===== config.mk =====
export PLATFORM = sky130hd
export DESIGN_NAME = dual_phase_word_decoder
export DESIGN_NICKNAME = d
export VERILOG_FILES = /design/src/rtl/dual_phase_word_decoder.sv
export SDC_FILE = /design/constraint.sdc
export NUM_CORES = 1
export LEC_CHECK = 0
export BUFFER_PORTS_ARGS = -buffer_cell sky130_fd_sc_hd__buf_2
export CAP_MARGIN = 20
export CORE_ASPECT_RATIO = 0.5
export CORE_MARGIN = 1.5
export CORE_UTILIZATION = 50
export CTS_CLUSTER_DIAMETER = 100
export DETAILED_ROUTE_END_ITERATION = 16
export GPL_ROUTABILITY_DRIVEN = 0
export PLACE_DENSITY_LB_ADDON = 0.12
export SETUP_SLACK_MARGIN = 0.15
export SLEW_MARGIN = 10
export SYNTH_ARGS = -nofsm -noshare
export SYNTH_HDL_FRONTEND = slang
export SYNTH_SLANG_ARGS = --single-unit

===== constraint.sdc =====
create_clock -name clk -period 3.4 [get_ports clk]
set_input_delay 0.68 -clock clk [delete_from_list [all_inputs] [get_ports clk]]
set_output_delay 0.68 -clock clk [all_outputs]
set_load 0.01 [all_outputs]

===== src/rtl/dual_phase_word_decoder.sv =====
module dual_phase_word_decoder (
  input  logic        clk,
  input  logic        rst_n,
  input  logic        ser_in,
  input  logic        frame_in,
  input  logic        phase_in,
  output logic [17:0] pix_out,
  output logic [8:0]  ctl_out,
  output logic        de_out,
  output logic        en1_out,
  output logic        upd_stb
);
  localparam int WORD_W  = 20;
  localparam int PIX_W   = 18;
  localparam int CTL_W   = 9;
  localparam int NVOTE   = 5;
  localparam int NPLAIN  = CTL_W - NVOTE;
  localparam int CW      = $clog2(WORD_W);
  localparam logic [CW-1:0] LAST = CW'(WORD_W - 1);

  logic [WORD_W-2:0] sreg_q;
  logic [CW-1:0]     cnt_q;
  logic              aligned_q;
  logic              phase_q;

  wire [CW-1:0]     idx      = frame_in ? '0 : cnt_q;
  wire              active   = frame_in | aligned_q;
  wire              last_bit = aligned_q & ~frame_in & (cnt_q == LAST);
  wire [WORD_W-1:0] word     = {ser_in, sreg_q};

  wire [PIX_W-1:0] pix_dec = word[WORD_W-1:2] ^ {PIX_W{word[0]}};
  logic [CTL_W-1:0] ctl_dec;

  for (genvar g = 0; g < NVOTE; g++) begin : g_vote
    wire a = word[3*g+1];
    wire b = word[3*g+2];
    wire c = word[3*g+3];
    assign ctl_dec[g] = (a & b) | (a & c) | (b & c);
  end
  for (genvar j = 0; j < NPLAIN; j++) begin : g_plain
    assign ctl_dec[NVOTE+j] = word[3*NVOTE+1+j];
  end

  always_ff @(posedge clk or negedge rst_n) begin
    if (!rst_n) begin
      sreg_q    <= '0;
      cnt_q     <= '0;
      aligned_q <= 1'b0;
      phase_q   <= 1'b0;
      pix_out   <= '0;
      ctl_out   <= '0;
      de_out    <= 1'b0;
      en1_out   <= 1'b0;
      upd_stb   <= 1'b0;
    end else begin
      sreg_q  <= {ser_in, sreg_q[WORD_W-2:1]};
      upd_stb <= last_bit;
      if (frame_in) aligned_q <= 1'b1;
      if (active) begin
        cnt_q <= (idx == LAST) ? '0 : idx + CW'(1);
        if (idx == '0) phase_q <= phase_in;
      end
      if (last_bit) begin
        de_out <= phase_q;
        if (phase_q) begin
          pix_out <= pix_dec;
          en1_out <= word[1];
        end else begin
          ctl_out <= ctl_dec;
        end
      end
    end
  end

  logic [4:0] gap_q;
  always_ff @(posedge clk or negedge rst_n) begin
    if (!rst_n)       gap_q <= 5'd31;
    else if (upd_stb) gap_q <= '0;
    else if (gap_q != 5'd31) gap_q <= gap_q + 5'd1;
  end


  stb_spacing_chk: assert property (@(posedge clk) disable iff (!rst_n)
    upd_stb |-> gap_q >= 5'd19);


  stb_single_chk: assert property (@(posedge clk) disable iff (!rst_n)
    upd_stb |=> !upd_stb);


  de_quiet_chk: assert property (@(posedge clk) disable iff (!rst_n)
    !upd_stb |-> $stable(de_out));


  ctl_hold_chk: assert property (@(posedge clk) disable iff (!rst_n)
    (upd_stb && de_out) |-> $stable(ctl_out));


  pix_hold_chk: assert property (@(posedge clk) disable iff (!rst_n)
    (upd_stb && !de_out) |-> ($stable(pix_out) && $stable(en1_out)));


  bus_quiet_chk: assert property (@(posedge clk) disable iff (!rst_n)
    !upd_stb |-> ($stable(pix_out) && $stable(ctl_out) && $stable(en1_out)));
endmodule


Word-level counts from Yosys, hierarchy flattened --
Cells that the tools add are included.
Storage, ports and cells: flip-flop bits (word level) 56, logic and storage cells 49
Operators by class: reduce and logical (&&, ||, !) cells 4, muxes and demuxes 2, add/sub/neg operators 1, equality and inequality tests 2, bitwise operators 31
Operator list (number):
- XOR 18 bit | 1
- AND 1 bit | 17
- OR 1 bit | 11
- equality test 5 bit (second input constant) | 2
- two-way mux 5 bit | 2
- AND reduction 2 bit | 3
- adder 5 x 1 -> 5 bit (second input constant) | 1
- zero test 5 bit | 1
- NOT 1 bit | 2

Logic depth before layout (Yosys ltp) --
Gate-level depths: netlist (run 1).
word-level depth 4, gate-level depth with buffers 4, depth with buffers taken out 4

Worst setup path before layout (run 1) --
No wires, ideal clock.
kind input port to flip-flop, start point input port frame_in, end point register ctl_out[8], data arrival time 2.017 ns, setup time 0.125 ns, stages 3, slack 1.258 ns, cells stage by stage or4b_4 > nor3_2 > mux2_2
On the way: cells in the longest elaborated chain, start to end 4
Ends and longest elaborated chain:
- start: declaration | RTL line 5 | input logic frame_in,
- NOT 1 bit | RTL line 28 | wire last_bit = aligned_q & ~frame_in & (cnt_q == LAST);
- AND 1 bit (2 in series) | RTL line 28
- AND reduction 2 bit (no line)
- end signal: assignment | RTL line 69 | ctl_out <= ctl_dec;
- end: declaration | RTL line 8 | output logic [8:0] ctl_out,
Every way passes these cells. A chain may end at the register's enable or synchronous reset.

Worst setup path after layout (run 1) --
start point input port frame_in, end point register pix_out[14]
On the way: cells in the longest elaborated chain, start to end 4
Ends and longest elaborated chain:
- NOT 1 bit | RTL line 28
- AND 1 bit (2 in series) | RTL line 28
- AND reduction 2 bit (no line)
- end signal: assignment | RTL line 66 | pix_out <= pix_dec;
- end: declaration | RTL line 7 | output logic [17:0] pix_out,
Every way passes these cells.

==> impl_results.md, run 1 <==
* Clock skew at 0.009886 ns
* Path depth of the worst reg2reg path at 3
* Crit path capture: pix_out[14]
* Status: completed
* Clk buf depth at 2
* Clk_lat worst skew at 0.30 ns
* Ys Warns at 0
* Leading area contributor after synthesis: dfrtp_1
* Fmax at 0.4958 GHz
* HPWL Detailed at 2254 microns
* P_int at 0.0008637 W
* CTS tree: built
* Slowest CP cell: or4b_4
* Post-synthesis adder-cell area fraction at 2.882%
* Pwr dens at 454.9 nW/um^2
* Hold crit path type: in2async
* Sequential share of the synthesized area at 64.55%
* FP Rows at 16
* H-tree depth at 2
* Worst hold slack at 0.2693 ns
* Nets at 186
* LEAKAGE at 1.290 nW
* Sequential power share at 63.9%
* Fillers at 332
* Tmin final at 2.017 ns
* Post-synthesis mux area share at 15.56%
* Multi-input logic area at 730.7 sq um
* Reg area at 1401 sq um
* Flops & latches, synth at 56
* CTS Buf Count at 5
* Setup ws final at 1.383 ns
* Slew margin rel. at 39.22%
* Die ar. at 4770 sq um
* # resized after CTS at 0
* Postcts setup bufs at 0
* Post-synth cell types at 27
* Avg Vias per Cell at 4.893
* Layout area overhead at 13.95%
* Grt total ovfl at 0
* Dpl ws at 1.073 ns
* Drc violations at 0
* Antenna Cells at 0
* Clock-pin slew on the worst setup and hold paths at 0.09 ns
* Unrepaired setup endpoints after global routing: false
* P_sw at 0.0002616 W
* Initial antenna violation count at 0
* R2R Setup Slk at 1.45 ns
* # setup viols final at 0
* Clk pwr share at 29.9%
* Combinational family with the most area after synthesis: multiplexers
* Syn Inst Count at 141
* Synth Area per Inst at 15.40 sq um
* Crit-path cells: buf_2, or4b_4, or3_4, mux2_2
* Placed cells at 227
* Max_cap viols at 0
* Worst Setup SP: frame_in
* Post-Syn Area at 2171 sq um
* I/O Buffers at 34
* Slew @ Worst Pin at 0.9117 ns
* Most frequent cells in the layout: dfrtp_1, buf_2, mux2_2
* Layout cells sized above 1 at 43.33%
* Crit-path max FO at 20
* Compound-Gate Fraction of Synth Area at 1.326%
* Total Routed Length at 3273 microns
* # IOs at 35
* Core area at 4024 sq um
* Hold buffer count at CTS at 0
* Die Ht at 49.59 microns
* Pin count of the biggest net entering global routing at 43
* Global-route wire length before repair at 5651 microns
* CP startpoint kind: input port
* RR Startpoint: cnt_q[2]
* Synth top area share at 64.55%
* Main area contributors after synthesis: dfrtp_1, mux2_2, xor2_1
* CP Data Arrival Time at 2.20 ns
* Syn nets at 147
* Total GRT Usage at 16.13%
* Starting Density at 53.95%
* Critical path endpoint category: flop
* Routed Antenna Nets at 0
* Worst VDD drop at 0.2269 mV
* RR Endpoint: pix_out[14]
* Period utilization at 59.32%
* Pins over their slew limit at 0
* Non-Filler Instances at 234
* CTS Sinks at 56
* Die Wd at 96.19 microns
* Vias post-DR at 1,145
* Net Sw Frac at 23.24%
* TritonRoute pass-1 iters at 4
* Initial DRC count at 42
* Combinational share of power at 6.2%
* Vias in the first global route at 1,185
* Critical Path RT at 3.58 ns
* Setup TNS at 0 ns
* Final Hold Vio Count at 0
* Commonest non-fill, non-tap cell in the layout: dfrtp_1
* Simple logic cell fraction of the synthesized area at 5.821%
* Critical path class: in2reg
* Root Driver: clkbuf_8
* Worst stage delay on the critical path at 0.57 ns
* Routed length per placed instance at 13.99 microns
* Post-Synth XOR/XNOR Area at 8.069%
sequential cells by signal, summed over array words and instances, names as in the netlist:
signal / cells
upd_stb: 1
en1_out: 1
cnt_q: 5
ctl_out: 9
phase_q: 1
sreg_q: 19
aligned_q: 1
de_out: 1
pix_out: 18
power groups by stage:
stage | registers [W] | logic [W] | clock network [W]
floorplan | 0.000724 | 0.0000452 | 0
global placement | 0.000732 | 0.0000699 | 0
detailed placement | 0.000732 | 0.0000720 | 0
CTS | 0.000719 | 0.0000721 | 0.000351
global route | 0.000723 | 0.0000808 | 0.000378
finish | 0.000719 | 0.0000701 | 0.000337
worst min-delay path by stage:
| stage | start | to | slack (ns) | cells past startpoint |
|---|---|---|---|---|
| 6_report | rst_n | pix_out[15] | 0.27 | 1 |
| 5_1_grt | rst_n | aligned_q | 0.29 | 1 |
| 4_1_cts | rst_n | aligned_q | 0.28 | 1 |
| 3_5_place_dp | sreg_q[9] | sreg_q[8] | 0.41 | 0 |
| 3_3_place_gp | sreg_q[8] | sreg_q[7] | 0.40 | 0 |
| 2_1_floorplan | rst_n | aligned_q | 0.38 | 0 |
cell usage after synthesis:
library cell   n
or4b_4         1
nand2_1        2
nor4b_1        1
xnor2_1        1
dfrtp_1       56
xor2_1        19
buf_6          2
or3_4          1
buf_2          1
nand3_1        1
inv_1          2
a21oi_1        2
or3_1          1
nand4_1        1
ha_1           1
o21ai_0        2
and3b_1        1
a221oi_1       1
buf_1          1
nor3_2         1
or4b_2         1
maj3_1         5
mux2_2        30
nor2_1         2
nor2b_1        1
nand2b_1       3
or2_2          1
critical path, delay by kind of cell:
kind	cells	cell delay (ns)
buffers and inverters	1	0.14
and+or+nand+nor	2	1.06
muxes	1	0.31
stage by stage:
step	util [%]	total power [W]	area (sq um)
floorplan	-	0.0007694	2171
detailed placement	59.45	0.0008041	2392
global route	61.47	0.001182	2474
global placement	59.45	0.0008016	2392
CTS	61.47	0.001142	2474
finish	61.47	0.001125	2474
routing by layer:
layer	wire (microns)	vias to the layer above	global-route usage, %
met2	1520	18	24.88
met5	0	-	0
li1	-	561	-
met1	1614	564	22.70
met3	133	2	5.093
met4	4	0	2.941
cell type report:
class,count,area share [%]
sequential,56,56.65
multi-input combinational,79,29.54
timing repair buffer,36,7.486
clock buffer,5,2.782
tap,54,2.731
clock inverter,2,0.5058
inverter,2,0.3035
cells by family (layout without fill, tap and decap cells):
kind of cell / Yosys count / in the layout
flip-flops: 56 / 56
AO/OA/AOI/OAI: 5 / 5
XOR/XNOR: 20 / 20
adder cells (fa/ha/maj): 6 / 6
AND/OR/NAND/NOR: 18 / 18
buffers and inverters: 6 / 45
multiplexers: 30 / 30
No activity file was read; power rests on OpenSTA's default activity.
==> run 2: changes to the inputs <==
--- a/config.mk
+++ b/config.mk
@@ -5,6 +5,7 @@
 export SDC_FILE = /design/constraint.sdc
 export NUM_CORES = 1
 export LEC_CHECK = 0
+export ABC_AREA = 1
 export BUFFER_PORTS_ARGS = -buffer_cell sky130_fd_sc_hd__buf_2
 export CAP_MARGIN = 20
 export CORE_ASPECT_RATIO = 0.5
==> constraint.sdc (replaced) <==
create_clock -name clk -period 1.9 [get_ports clk]
set_input_delay 0.38 -clock clk [delete_from_list [all_inputs] [get_ports clk]]
set_output_delay 0.38 -clock clk [all_outputs]
set_load 0.01 [all_outputs]
==> run 2 against run 1 <==
Wire length grew 30%; non-clock buffer count up 1; combinational power increased to 5.3 times the previous value; sequential share of layout area shrank 4.0 points; core utilization fell by 2.2 points.
==> impl_results.md, run 2 <==
* Placed cells at 328 (+44%)
* Top post-synthesis cells by count: nand2_1, dfrtp_1, nand3_1, xor2_1, o21ai_0
* Most frequent cells in the layout: nand2_1, dfrtp_1, buf_2
* H-tree depth at 2 (unchanged)
* Worst Setup SP: cnt_q[2]
* Postcts setup bufs at 0 (unchanged)
* Met1 global-route usage at 22.45% (-0.25 points)
* Post-Route Utilization at 59.30% (-2.2 points)
* Total Routed Length at 4240 microns (+30%)
* Unrepaired setup endpoints after global routing: false
* Synth Area per Inst at 10.14 sq um (-34%)
* Post-synth cell types at 22 (-19%)
* Die Ht at 51.71 microns (+4.3%)
* Synth async-reset ratio at 100.0% (unchanged)
* Pin count of the biggest net entering global routing at 57 (+33%)
* Max_cap viols at 0 (unchanged)
* Clock-pin slew on the worst setup and hold paths at 0.09 ns (about the same)
* Syn Inst Count at 234 (+66%)
* GR peak layer: met2
* Starting Density at 52.86% (-1.1 points)
* Largest registers: sreg_q: 19 flops, pix_out: 18 flops, ctl_out: 9 flops
* Final Hold Vio Count at 0 (unchanged)
* Worst hold slack at 0.05271 ns (-0.2166 ns)
* Period utilization at 81.26%
* Pins over their slew limit at 0 (unchanged)
* RR Startpoint: cnt_q[2]
* M2 GR Usage at 31.86% (+7.0 points)
* Syn nets at 240 (+63%)
* Total GRT Usage at 18.27% (+2.1 points)
* Sequential power share at 57.2% (-6.7 points)
* Hold crit path type: in2async
* Layout cells sized above 1 at 20.00% (-23 points)
* Nets at 275 (+48%)
* CTS tree: built
* Ys Warns at 0 (unchanged)
* # IOs at 35 (unchanged)
* Met3 Resource Use GR at 5.108% (+0.015 points)
* CTS Sinks at 56 (unchanged)
* Synth Flop Type: dfrtp_1
* Largest Register: sreg_q
* Grt total ovfl at 0 (unchanged)
* Commonest non-fill, non-tap cell in the layout: nand2_1
* Main area contributors after synthesis: dfrtp_1, nand2_1, xor2_1
* CTS Buf Count at 5 (unchanged)
* P_sw at 0.0007081 W (+170%)
* Net Sw Frac at 29.54% (+6.3 points)
* TritonRoute pass-1 iters at 4 (unchanged)
* LEAKAGE at 1.490 nW (+15%)
* Antenna Cells at 0 (unchanged)
* Synth top area share at 59.07% (-5.5 points)
* Most frequent cell after synthesis: nand2_1
* Global-route wire length before repair at 7113 microns (+26%)
* Sequential share of the synthesized area at 59.07% (-5.5 points)
* CP Data Arrival Time at 1.75 ns (-0.45 ns)
* Vias post-DR at 1,643 (+43%)
* Die ar. at 5192 sq um (+8.8%)
* Tmin final at 1.544 ns
* Leading area contributor after synthesis: dfrtp_1
* Critical Path RT at 2.10 ns (-1.48 ns)
* Routed length per placed instance at 12.62 microns (-9.8%)
* P_int at 0.001689 W (+96%)
* Clk pwr share at 27.3% (-2.6 points)
* HPWL Detailed at 2827 microns (+25%)
* Status: completed
* Slew @ Worst Pin at 0.8700 ns (-0.04173 ns)
* Drc violations at 0 (unchanged)
* R2R Setup Slk at 0.36 ns (-1.09 ns)
* Post-synth EDFFs at 0 (unchanged)
* Flops & latches, synth at 56 (unchanged)
* # setup viols final at 0 (unchanged)
* Hold buffer count at CTS at 0 (unchanged)
* Non-Filler Instances at 336 (+44%)
* Core area at 4488 sq um (+12%)
* Initial DRC count at 40 (-4.8%)
* Largest register FFs at 19 (unchanged)
* # resized after CTS at 0 (unchanged)
* CP startpoint kind: flop
* Vias in the first global route at 1,581 (+33%)
* FP Rows at 17 (+1)
* Worst VDD drop at 0.5438 mV (+140%)
* Routed Antenna Nets at 0 (unchanged)
* Slew margin rel. at 42.00% (+2.8 points)
* Setup TNS at 0 ns (unchanged)
* Clk_lat worst skew at 0.31 ns (about the same)
* Die Wd at 100.4 microns (+4.4%)
* Initial antenna violation count at 0 (unchanged)
* Avg Vias per Cell at 4.890 (about the same)
* Root Driver: clkbuf_8
* Clock skew at 0.007053 ns (-0.002833 ns)
* Pwr dens at 900.7 nW/um^2 (+98%)
* I/O Buffers at 34 (unchanged)
* Post-Syn Area at 2372 sq um (+9.3%)
* Combinational share of power at 15.5% (+9.3 points)
* Fmax at 0.6477 GHz
* Crit-path max FO at 28 (+40%)
* Layout area overhead at 12.18%
* Clk buf depth at 2 (unchanged)
* Critical path endpoint category: flop
* Critical path class: reg2reg
## run 2: cell count changes in the layout (fill, tap and decap cells not counted), sizes merged, moves of 2 or more
cell    change
nand3      +31
inv         +8
a21oi       -2
maj3        -5
o21ai      +11
mux2       -30
nand2b      -3
or3         -2
nor2        +3
nand2      +87
or4b        -2
## run 2: cell families (layout without fill, tap and decap cells)
logic type / after synthesis / in the layout / synth area share (%)
adder cells (fa/ha/maj): 1 / 1 / 0.5273
flip-flops: 56 / 56 / 59.07
AND/OR/NAND/NOR: 127 / 127 / 24.53
AO/OA/AOI/OAI: 13 / 13 / 2.743
buffers and inverters: 19 / 55 / 6.487
XOR/XNOR: 18 / 18 / 6.646
## run 2: path summary, 6_finish.rpt
check / endpoint / cells after the start
setup / recovery: ctl_out[8] / 7
hold / removal: pix_out[0] / 2
setup reg to reg: ctl_out[8] / 7
hold reg to reg: sreg_q[10] / 0
max in group asynchronous: ctl_out[4] / 2
min in group clk: sreg_q[18] / 1
## run 2: layout make-up
class | instances | area (sq um)
Fill cell | 414 | 1827
Sequential cell | 56 | 1401
Multi-Input combinational cell | 159 | 817.0
Timing Repair Buffer | 37 | 205.2
Tap cell | 66 | 82.58
Clock buffer | 5 | 68.82
Inverter | 10 | 63.81
Clock inverter | 3 | 22.52
## run 2: through the flow
stage	power (W)	cell area (sq um)	setup WS, ns
after CTS	0.002433	2661	0.3571
final	0.002397	2661	0.3561
after detailed placement	0.001769	2570	0.3495
after global routing	0.002525	2661	0.2329
after global placement	0.001749	2570	0.3876
after floorplan	0.001657	2372	0.6838
## run 2: power groups by stage
stage	registers [W]	clock network, W	logic (W)
detailed placement	0.00140	0	0.000373
CTS	0.00137	0.000684	0.000376
finish	0.00137	0.000655	0.000371
floorplan	0.00135	0	0.000310
global route	0.00139	0.000720	0.000418
global placement	0.00139	0	0.000357
## run 2: critical path: stages, from the launching register on
cell and delay, ns:
dfrtp_1 0.45, nor2_2 0.19, nand3_4 0.12, nor2_8 0.12, buf_4 0.32, nand2_8 0.11
nand2_1 0.07, nand2_1 0.05
## run 2: routing by layer
metal  up-vias  part of all wire [%]
li1        812                     -
met1       789                    48
met2        38                    48
met3         4                   4.1
met4         0                  0.80
met5         -                     0
==> run 3: changes to the inputs <==
==> constraint.sdc (replaced) <==
create_clock -name clk -period 1.3 [get_ports clk]
set_input_delay 0.26 -clock clk [delete_from_list [all_inputs] [get_ports clk]]
set_output_delay 0.26 -clock clk [all_outputs]
set_load 0.01 [all_outputs]
==> run 3 against run 2 <==
The run now ends with negative setup slack left; non-clock buffer count is 19 higher; final cell count increased by 6.5%; combinational power grew 110%; critical path depth did not move; critical endpoint is now pix_out[14]; largest cell class unchanged; highest routed layer unchanged.
==> impl_results.md, run 3 (synthesis gave the netlist of run 2 again) <==
* PnR Total Power at 0.003751 W (+56%)
* Pwr dens at 1256 nW/um^2 (+39%)
* Status: finished, violations left
* Total GRT Usage at 18.65% (+0.38 points)
* H-tree depth at 2 (unchanged)
* # setup viols final at 14 (+14)
* CTS Buf Count at 5 (unchanged)
* Period utilization at 102.2% (+21 points)
* Slowest CP cell: dfrtp_1
* Total Routed Length at 4831 microns (+14%)
* Clk_lat worst skew at 0.31 ns (about the same)
* Routed Antenna Nets at 0 (unchanged)
* Core area at 4488 sq um (unchanged)
* Largest register FFs at 19 (unchanged)
* Critical path class: reg2reg
* Worst VDD drop at 0.6822 mV (+25%)
* Starting Density at 52.86% (unchanged)
* FP Rows at 17 (unchanged)
* Drc violations at 0 (unchanged)
* TritonRoute pass-1 iters at 4 (unchanged)
* CP startpoint kind: flop
* Critical Path RT at 1.50 ns (-0.60 ns)
* Most frequent cells in the layout: nand2_1, dfrtp_1, buf_2
* Largest registers: sreg_q: 19 flops, pix_out: 18 flops, ctl_out: 9 flops
* Initial antenna violation count at 0 (unchanged)
* CTS Sinks at 56 (unchanged)
* Post-Route Utilization at 66.55% (+7.2 points)
* Initial DRC count at 87 (+120%)
* Die ar. at 5192 sq um (unchanged)
* Clk buf depth at 2 (unchanged)
* # IOs at 35 (unchanged)
* Grt total ovfl at 0 (unchanged)
* Setup ws final at -0.02845 ns (-0.3846 ns)
* Max_cap viols at 0 (unchanged)
* Die Ht at 51.71 microns (unchanged)
* Final Hold Vio Count at 0 (unchanged)
* CP most frequent cell: nand2_1
* Commonest non-fill, non-tap cell in the layout: nand2_1
* Root Driver: clkbuf_8
* Slew margin rel. at 67.36% (+25 points)
* Pin count of the biggest net entering global routing at 57 (unchanged)
* LEAKAGE at 1.620 nW (+8.8%)
* Tmin final at 1.328 ns (-0.2154 ns)
* Global-route wire length before repair at 7362 microns (+3.5%)
* Fillers at 366 (-12%)
* Routed length per placed instance at 13.49 microns (+6.9%)
* I/O Buffers at 34 (unchanged)
* Clock-pin slew on the worst setup and hold paths at 0.09 ns (about the same)
* Avg Vias per Cell at 4.844 (-0.95%)
* Worst stage delay on the critical path at 0.42 ns (-0.03 ns)
* Failing checks: negative setup slack
* Vias in the first global route at 1,596 (+0.95%)
* Crit-path max FO at 10 (-64%)
* Die Wd at 100.4 microns (unchanged)
* Hold crit path type: in2reg
* Nets at 297 (+8.0%)
* Layout cells sized above 1 at 34.25% (+14 points)
* CTS tree: built
* HPWL Detailed at 2911 microns (+3.0%)
* Layout area overhead at 25.90%
* Pins over their slew limit at 0 (unchanged)
* Antenna Cells at 0 (unchanged)
* Unrepaired setup endpoints after global routing: true
* Fmax at 0.7528 GHz (+16%)
* Largest Register: sreg_q
* Slew @ Worst Pin at 0.4896 ns (-0.3803 ns)
* Worst hold slack at 0.09895 ns (+0.04624 ns)
* Clock skew at 0.008733 ns (+0.001679 ns)
* Critical path endpoint category: flop
* Vias post-DR at 1,734 (+5.5%)
* CP Data Arrival Time at 1.53 ns (-0.22 ns)
* Crit-path cells: nor2_4, nand3_4, nor2_8, buf_12, nand2_4, nand2_1, nand2_1
[run 3: changes by cell type in the layout (fill, tap and decap cells not counted), moves of 2 or more]
cell     delta
buf_4      +12
buf_6       +3
inv_1       -2
inv_2       +2
nand2_1    -17
nand2_2    +16
nand2_4     +2
nand3_1     -4
nand3_2     +4
nor2_1      -2
nor2_4      +3
[run 3: stage by stage]
stage | std cells | instance area (sq um) | TNS [ns] | setup WS (ns)
floorplan | 234 | 2372 | 0 | 0.1075
global placement | 336 | 2630 | 0 | 0.07666
detailed placement | 336 | 2630 | 0 | 0.04354
CTS | 346 | 2748 | 0 | 0.01219
global route | 358 | 2987 | -1.958 | -0.09067
finish | 358 | 2987 | -0.1483 | -0.02845
[run 3: final timing paths]
kind | start | endpoint | slack [ns] | depth (start not counted)
setup / recovery | cnt_q[3] | pix_out[14] | -0.03 | 7
hold / removal | ser_in | sreg_q[18] | 0.1 | 1
setup reg to reg | cnt_q[3] | pix_out[14] | -0.03 | 7
hold reg to reg | sreg_q[2] | sreg_q[1] | 0.42 | 0
max in group asynchronous | rst_n | ctl_out[5] | 0.57 | 3
min in group asynchronous | rst_n | pix_out[1] | 0.47 | 3
[run 3: layout make-up]
type | count | area [sq um] | area share (%)
tap | 66 | 82.58 | 2.765
clock inverter | 1 | 7.507 | 0.2514
sequential | 56 | 1401 | 46.92
timing repair buffer | 56 | 399.1 | 13.36
inverter | 10 | 63.81 | 2.137
multi-input combinational | 162 | 945.9 | 31.67
clock buffer | 7 | 86.33 | 2.891
[run 3: repair_timing]
item / in CTS / in global routing
pin swaps: 0 / 10
endpoints found under the hold margin: 56 / 0
resized for setup: 2 / 35
hold buffers: 1 / 0
cloned: 0 / 5
buffers inserted: 1 / 7
setup endpoints to repair: 31 / 35
[run 3: report_power, final]
group          leakage (nW)  total, W  internal [W]  switching, W
clock                0.0445  0.000984      0.000434      0.000550
sequential            0.726   0.00199       0.00184      0.000148
combinational         0.850  0.000779      0.000350      0.000429
total                  1.62   0.00375       0.00262       0.00113
[run 3: per-layer routing]
layer  wire length [microns]  vias to the layer above  track usage, %  part of all wire [%]
met5                       0                        -               0                     0
met4                      10                        0           4.225                  0.21
met3                     172                        2           4.839                   3.6
met2                    2249                       32           30.16                    47
met1                    2399                      842           25.68                    50
li1                        -                      858               -                     -
[run 3: worst max-delay path, delay by kind of cell (launching register included)]
kind | cells | cell delay [ns]
simple gates | 6 | 0.65
flops | 1 | 0.42
buf+inv | 1 | 0.15
